$ cat src/rtl/sts_pkg.sv
package sts_pkg;
  typedef logic [7:0] byte_t;

  typedef enum logic {
    TOH_PASS   = 1'b0,
    TOH_SERIAL = 1'b1
  } toh_mode_e;

  localparam byte_t DEF_A1 = 8'hF6;
  localparam byte_t DEF_A2 = 8'h28;
  localparam logic [6:0] SCR_SEED = 7'h7F;

  // one byte of x^7+x^6+1 key, MSB first; returns {next_state, key}
  function automatic logic [14:0] scr_byte(input logic [6:0] st);
    logic [6:0] s;
    byte_t k;
    s = st;
    k = '0;
    for (int i = 0; i < 8; i++) begin
      k[7-i] = s[6];
      s = {s[5:0], s[6] ^ s[5]};
    end
    return {s, k};
  endfunction
endpackage

$ cat src/rtl/sts_pos_gen.sv
module sts_pos_gen #(
  parameter  int ROWS = 9,
  parameter  int COLS = 1080,
  localparam int RW   = $clog2(ROWS),
  localparam int CW   = $clog2(COLS)
) (
  input  logic          clk_i,
  input  logic          rst_ni,
  input  logic          fp_i,
  output logic [RW-1:0] row_o,
  output logic [CW-1:0] col_o,
  output logic          row_end_o,
  output logic          frame_start_o
);
  localparam logic [RW-1:0] ROW_LAST = RW'(ROWS - 1);
  localparam logic [CW-1:0] COL_LAST = CW'(COLS - 1);

  logic [RW-1:0] row_q;
  logic [CW-1:0] col_q;

  assign row_o         = fp_i ? '0 : row_q;
  assign col_o         = fp_i ? '0 : col_q;
  assign row_end_o     = (col_o == COL_LAST);
  assign frame_start_o = (row_o == '0) && (col_o == '0);

  always_ff @(posedge clk_i or negedge rst_ni) begin
    if (!rst_ni) begin
      row_q <= '0;
      col_q <= '0;
    end else if (row_end_o) begin
      col_q <= '0;
      row_q <= (row_o == ROW_LAST) ? '0 : row_o + 1'b1;
    end else begin
      col_q <= col_o + 1'b1;
      row_q <= row_o;
    end
  end

  AST_POS_RANGE: assert property (@(posedge clk_i) disable iff (!rst_ni)
    (row_q <= ROW_LAST) && (col_q <= COL_LAST));

  AST_ROW_WRAP: assert property (@(posedge clk_i) disable iff (!rst_ni)
    (row_end_o && row_o == ROW_LAST && !fp_i) |=> (row_q == '0 && col_q == '0));
endmodule

$ cat src/rtl/sts_toh_deser.sv
module sts_toh_deser #(
  parameter  int OH_COLS = 36,
  localparam int OH_BITS = OH_COLS * 8,
  localparam int BCW     = $clog2(OH_BITS + 1),
  localparam int IW      = $clog2(OH_COLS)
) (
  input  logic          clk_i,
  input  logic          rst_ni,
  input  logic          bit_i,
  input  logic          en_i,
  input  logic          load_i,
  input  logic [IW-1:0] idx_i,
  output logic [7:0]    byte_o
);
  localparam logic [BCW-1:0] BIT_LIM = BCW'(OH_BITS);

  logic [OH_BITS-1:0] stage_q, active_q;
  logic [BCW-1:0]     cnt_q;

  always_ff @(posedge clk_i or negedge rst_ni) begin
    if (!rst_ni) begin
      stage_q  <= '0;
      active_q <= '0;
      cnt_q    <= '0;
    end else if (load_i) begin
      active_q <= stage_q;
      cnt_q    <= '0;
    end else if (en_i && cnt_q < BIT_LIM) begin
      stage_q[BIT_LIM - 1'b1 - cnt_q] <= bit_i;
      cnt_q <= cnt_q + 1'b1;
    end
  end

  always_comb begin
    byte_o = '0;
    for (int i = 0; i < OH_COLS; i++)
      if (idx_i == IW'(i)) byte_o = active_q[OH_BITS-1-8*i -: 8];
  end

  AST_TOH_BOUND: assert property (@(posedge clk_i) disable iff (!rst_ni)
    cnt_q <= BIT_LIM);

  AST_TOH_RESTART: assert property (@(posedge clk_i) disable iff (!rst_ni)
    load_i |=> (cnt_q == '0));
endmodule

$ cat src/rtl/sts_scrambler.sv
module sts_scrambler
  import sts_pkg::*;
(
  input  logic  clk_i,
  input  logic  rst_ni,
  input  logic  seed_i,
  output byte_t key_o
);
  logic [6:0]  st_q, st_d;
  logic [14:0] step;

  always_comb begin
    step  = scr_byte(seed_i ? SCR_SEED : st_q);
    st_d  = step[14:8];
    key_o = step[7:0];
  end

  always_ff @(posedge clk_i or negedge rst_ni) begin
    if (!rst_ni) st_q <= SCR_SEED;
    else         st_q <= st_d;
  end

  AST_SCR_LIVE: assert property (@(posedge clk_i) disable iff (!rst_ni)
    st_q != '0);
endmodule

$ cat src/rtl/sts_bip8.sv
module sts_bip8
  import sts_pkg::*;
(
  input  logic  clk_i,
  input  logic  rst_ni,
  input  logic  start_i,
  input  byte_t data_i,
  output byte_t b1_o
);
  byte_t acc_q, b1_q;

  always_ff @(posedge clk_i or negedge rst_ni) begin
    if (!rst_ni) begin
      acc_q <= '0;
      b1_q  <= '0;
    end else if (start_i) begin
      b1_q  <= acc_q;
      acc_q <= data_i;
    end else begin
      acc_q <= acc_q ^ data_i;
    end
  end

  assign b1_o = b1_q;

  AST_B1_HOLD: assert property (@(posedge clk_i) disable iff (!rst_ni)
    !start_i |=> $stable(b1_q));
endmodule

$ cat src/rtl/sts12_tx_framer.sv
module sts12_tx_framer
  import sts_pkg::*;
#(
  parameter  int    ROWS    = 9,
  parameter  int    COLS    = 1080,
  parameter  int    N_STS   = 12,
  parameter  int    OH_COLS = 3 * N_STS,
  parameter  byte_t A1      = DEF_A1,
  parameter  byte_t A2      = DEF_A2,
  localparam int    RW      = $clog2(ROWS),
  localparam int    CW      = $clog2(COLS),
  localparam int    IW      = $clog2(OH_COLS)
) (
  input  logic       clk_i,
  input  logic       rst_ni,
  input  logic [7:0] data_i,
  input  logic       fp_i,
  input  logic       toh_d_i,
  input  logic       toh_en_i,
  input  logic       mode_i,
  input  logic       scr_en_i,
  output logic [7:0] data_o,
  output logic       sof_o
);
  localparam logic [CW-1:0] C_A2   = CW'(N_STS);
  localparam logic [CW-1:0] C_OHA  = CW'(2 * N_STS);
  localparam logic [CW-1:0] C_OH   = CW'(OH_COLS);

  logic [RW-1:0] row;
  logic [CW-1:0] col;
  logic          row_end, frame_start;
  byte_t         toh_byte, key, b1, base, out_byte;
  logic          row_a, row_b, in_oh, no_scr, zero_slot, scr_seed;
  toh_mode_e     mode;

  assign mode = toh_mode_e'(mode_i);

  sts_pos_gen #(.ROWS(ROWS), .COLS(COLS)) u_pos (
    .clk_i, .rst_ni, .fp_i,
    .row_o(row), .col_o(col), .row_end_o(row_end), .frame_start_o(frame_start)
  );

  sts_toh_deser #(.OH_COLS(OH_COLS)) u_toh (
    .clk_i, .rst_ni,
    .bit_i(toh_d_i), .en_i(toh_en_i), .load_i(row_end),
    .idx_i(col[IW-1:0]), .byte_o(toh_byte)
  );

  sts_scrambler u_scr (.clk_i, .rst_ni, .seed_i(scr_seed), .key_o(key));

  sts_bip8 u_bip (.clk_i, .rst_ni, .start_i(frame_start), .data_i(out_byte), .b1_o(b1));

  assign row_a     = (row == RW'(0));
  assign row_b     = (row == RW'(1));
  assign in_oh     = (col < C_OH);
  assign no_scr    = row_a && in_oh;
  assign scr_seed  = row_a && (col == C_OH);
  assign zero_slot = row_b && (col != '0) && (col < C_A2);

  always_comb begin
    if (row_a && col < C_A2)           base = A1;
    else if (row_a && col < C_OHA)     base = A2;
    else if (row_b && col == '0)       base = b1;
    else if (zero_slot)                base = '0;
    else if (in_oh && mode == TOH_SERIAL) base = toh_byte;
    else                               base = data_i;
    out_byte = (scr_en_i && !no_scr) ? (base ^ key) : base;
  end

  always_ff @(posedge clk_i or negedge rst_ni) begin
    if (!rst_ni) begin
      data_o <= '0;
      sof_o  <= 1'b0;
    end else begin
      data_o <= out_byte;
      sof_o  <= frame_start;
    end
  end

  AST_FP_SOF: assert property (@(posedge clk_i) disable iff (!rst_ni)
    fp_i |=> sof_o);

  AST_SOF_A1: assert property (@(posedge clk_i) disable iff (!rst_ni)
    sof_o |-> (data_o == A1));

  AST_ZERO_SLOT: assert property (@(posedge clk_i) disable iff (!rst_ni)
    (zero_slot && !scr_en_i) |=> (data_o == 8'h00));

  AST_PAYLOAD_PASS: assert property (@(posedge clk_i) disable iff (!rst_ni)
    (!in_oh && !scr_en_i) |=> (data_o == $past(data_i)));
endmodule

$ cat config.mk
export PLATFORM = sky130hd
export DESIGN_NAME = sts12_tx_framer
export DESIGN_NICKNAME = d
export VERILOG_FILES = /design/src/rtl/sts_pkg.sv /design/src/rtl/sts_pos_gen.sv /design/src/rtl/sts_toh_deser.sv /design/src/rtl/sts_scrambler.sv /design/src/rtl/sts_bip8.sv /design/src/rtl/sts12_tx_framer.sv
export SDC_FILE = /design/constraint.sdc
export NUM_CORES = 1
export LEC_CHECK = 0
export CAP_MARGIN = 10
export CELL_PAD_IN_SITES_DETAIL_PLACEMENT = 0
export CELL_PAD_IN_SITES_GLOBAL_PLACEMENT = 1
export CORE_MARGIN = 10
export CORE_UTILIZATION = 44
export DETAILED_ROUTE_END_ITERATION = 16
export DONT_BUFFER_PORTS = 1
export PLACE_DENSITY_LB_ADDON = 0.25
export SLEW_MARGIN = 20
export SYNTH_ARGS = -nofsm -noshare
export SYNTH_HDL_FRONTEND = slang
export SYNTH_HIERARCHICAL = 1
export SYNTH_SLANG_ARGS = --single-unit
$ cat constraint.sdc
create_clock -name clk_i -period 3 [get_ports clk_i]
set_clock_uncertainty 0.15 [all_clocks]
set_input_delay 0.6 -clock clk_i [delete_from_list [all_inputs] [get_ports clk_i]]
set_output_delay 0.6 -clock clk_i [all_outputs]
set_load 0.05 [all_outputs]
==> out/results.ini <==
[synthesis]
synth_top_area_share_pct=53.13
ys_seq_area_share_pct=53.76
async_reset_ff_share_pct=100.0
syn-num-nets=2469
ys.flop_type=dfrtp_1
synth.distinct_cells=103
yosysWarnings=6
yosysTopAreaCell=dfrtp_1
syn_area_um2=29440
synthCells=2445
postSynthRegisterBits=632
synth_edf_count=0
netlist_top_cells_area=dfrtp_1 53%, mux2_2 21%, nand2_1 3.2%
avgSynthCellArea_um2=12.04

[detailed_routing]
ant_nets=0
dr_total_vias=21237
wl_per_cell_um=26.42
drc=0
vias_per_cell=5.822
first_iter_violations=1918
drt_wl_total_mm=96.39
first_pass_iters=8

[clocking]
insertion_delay_ns=0.63
clockBufferDepth=3
path_clk_slew_ns=0.06
clock-sinks=632
root_buffer=clkbuf_16
htreeDepth=3
cts_tree=built
cts_made_buffers=72
cts_hold_buffers=1

[worst_setup_path]
cp_slowest_cell=o41ai_4
worstSetupStartpointType=flip-flop
worstPathCellList=nor2b_4 -> buf_12 -> buf_4 -> nor4b_4 -> buf_4 -> buf_4 -> a31oi_1 -> nor3_1 -> buf_4 -> nor4_4 -> o41ai_4 -> mux2i_1 -> o22ai_1 -> xnor2_1 -> xnor2_1
crit_arrival_ns=3.81
timing.rr.end=u_bip/acc_q[5]
cp-end-kind=flip-flop
rr_worst_depth=15
required_ns=3.35
worstPathMaxFanout=7
r2r_setup_slack_ns=-0.47
critPathKind=flip-flop to flip-flop
rr_startpoint=u_pos/col_q[1]
cp_common_cell=buf_4
critPathMaxStageDelay_ns=0.59

[global_routing]
grt_pass1_wl_mm=138.1
grt_use_total_pct=23.45
antenna_found_initial=2
use_met2_pct=35.20
overflow=0
grt-busiest-layer=met2
use_met1_pct=33.11
use_met3_pct=5.163
grt_max_degree=633
grt_pass1_vias=21230

[die]
core_area_um2=66100
io_pins=24
die_h_um=278.7
die_x_um=278.7
die_area_um2=77650
rows=94
initial_core_util_pct=44.53

[sta]
finalCritPeriodShare_pct=115.6
whs_ns=-0.4326
maxSlewViolCount=483
timing.final.crit_period_ns=3.468
tightest_slew_ns=3.690
setup_violations=328
setup_ws_ns=-0.4676
fmax_mhz=288.4
hold_viol_final=167
max_slew_margin_pct=-146.0
rsz0062_at_grt=true

[cells_and_area]
final_common_cell=dfrtp_1
layout_common_cells=624 x dfrtp_1, 445 x mux2_2, 236 x buf_4, 140 x nor2_1, 139 x nand2_1
fin_util_pct=58.15
n_fill_cell=5390
syn2layout_area_growth_pct=30.58
layout-drive-gt1-share_pct=50.84
num-nets-final=2751
final_cells=3648

[placed_design]
place.gp.congestion=0.9475
place_ws_ns=-1.124
hpwl_mm=61.79
placed_cells=3444
io_buffer_count=0

[power]
power_leakage_nw=18.70
power_mw=22.06
peakVddDrop_v=0.0005151
powerDensity_nw_per_um2=574.0

[flow_run]
drv_cap=0

[run_status]
violations=hold timing, slew limit, setup timing
run_status=finished with violations

[hold_path]
hp-class=input pin to async pin

layout make-up:
class	instances	area (um2)	area share, %
clock inverters	22	275.3	0.7161
multi-input cells	1634	15240	39.64
flip-flops and latches	632	15830	41.17
inverters	23	88.84	0.2311
repair buffers	364	3791	9.863
clock buffers	108	2138	5.563
well taps	864	1081	2.812
diodes	1	2.502	0.006510
where the power goes:
| part | total [mW] | internal, mW | switching, mW | leakage (nW) |
|---|---|---|---|---|
| Clock | 8.95 | 5.31 | 3.64 | 1.19 |
| Combinational | 3.82 | 1.51 | 2.31 | 8.90 |
| Sequential | 9.29 | 8.98 | 0.304 | 8.62 |
| Total | 22.1 | 15.8 | 6.26 | 18.7 |
how the worst max path moves through the flow:
stage	startpoint	endpoint	slack (ns)
2_1_floorplan	fp_i	u_bip/acc_q[7]	-0.27
3_3_place_gp	fp_i	u_bip/acc_q[5]	-0.95
3_5_place_dp	fp_i	u_bip/acc_q[5]	-1.12
4_1_cts	u_pos/col_q[0]	u_bip/acc_q[5]	-0.51
5_1_grt	u_pos/col_q[5]	u_bip/acc_q[0]	-0.59
6_report	u_pos/col_q[1]	u_bip/acc_q[5]	-0.47
synthesized netlist by cell type, types with 5 or more instances:
cell type  instances
nand2b_1          20
inv_1             23
o21a_1             5
nor2_1           205
nand4_1           11
nor3_1            14
o211ai_1           7
a22oi_1           14
mux2i_1           27
xnor2_1           31
mux2_2           544
nor2b_1           28
buf_2             47
nor3_2             7
and2_1            16
o21ai_0           51
o22ai_1           27
o21ai_1            7
xor2_1             7
nor2_2             8
a32o_1             8
nand2_1          254
a21oi_1           55
ha_1               9
nand3_1           39
o221ai_1          11
or3_1              6
nor3b_1            5
buf_6              9
buf_4             13
dfstp_2            7
a22o_1             5
clkbuf_1          86
a32oi_1           11
o31ai_1            5
nand2_2            6
and3_1             7
or2_2              6
mux2_1            42
a21o_1             5
dfrtp_1          625
a31oi_1           25
state kept, by name, summed over array words and instances (netlist names):
signal	flops
u_pos/row_q	4
u_toh/active_q	288
u_pos/col_q	11
u_toh/stage_q	288
u_scr/st_q	7
u_bip/acc_q	8
sof_o	1
data_o	8
u_bip/b1_o	8
u_toh/cnt_q	9
kinds of logic (layout without fill, tap and decap cells):
group	after synthesis	count (layout)	share of synthesized area [%]
DFF	632	632	53.76
xor gates and xnor gates	38	38	1.131
AOI/OAI and AO/OA	297	297	7.099
muxes	617	617	23.62
other	0	1	0
adders and majority gates	9	9	0.3826
and+or+nand+nor	671	673	11.09
buffers and inverters	181	517	2.929
per-stage QoR:
stage | instance area [um2] | setup TNS, ns
3_5_place_dp | 32370 | -194.57
6_report | 38440 | -26.90
2_1_floorplan | 29700 | -2.981
3_3_place_gp | 32370 | -156.04
4_1_cts | 35840 | -9.516
5_1_grt | 38440 | -48.14
per-layer routing:
layer	vias to the layer above	share of wire, %
met5	-	0
met4	0	3.1
met1	11149	45
li1	9269	-
met2	659	45
met3	160	6.5
repair_timing:
action,CTS,global route
gates resized for setup,139,564
pin swaps,63,95
buffers inserted,36,28
setup endpoints to repair,502,410
hold endpoints to repair,634,632
cloned,5,8
worst max-delay path, delay by kind of cell, from the launching register on:
kind	cells	cell delay [ns]
compound gates	3	0.88
xor+xnor	2	0.31
buf+inv	5	0.75
flops	1	0.34
mux	1	0.18
simple gates	4	0.71
Power figures use the tool's default switching activity.
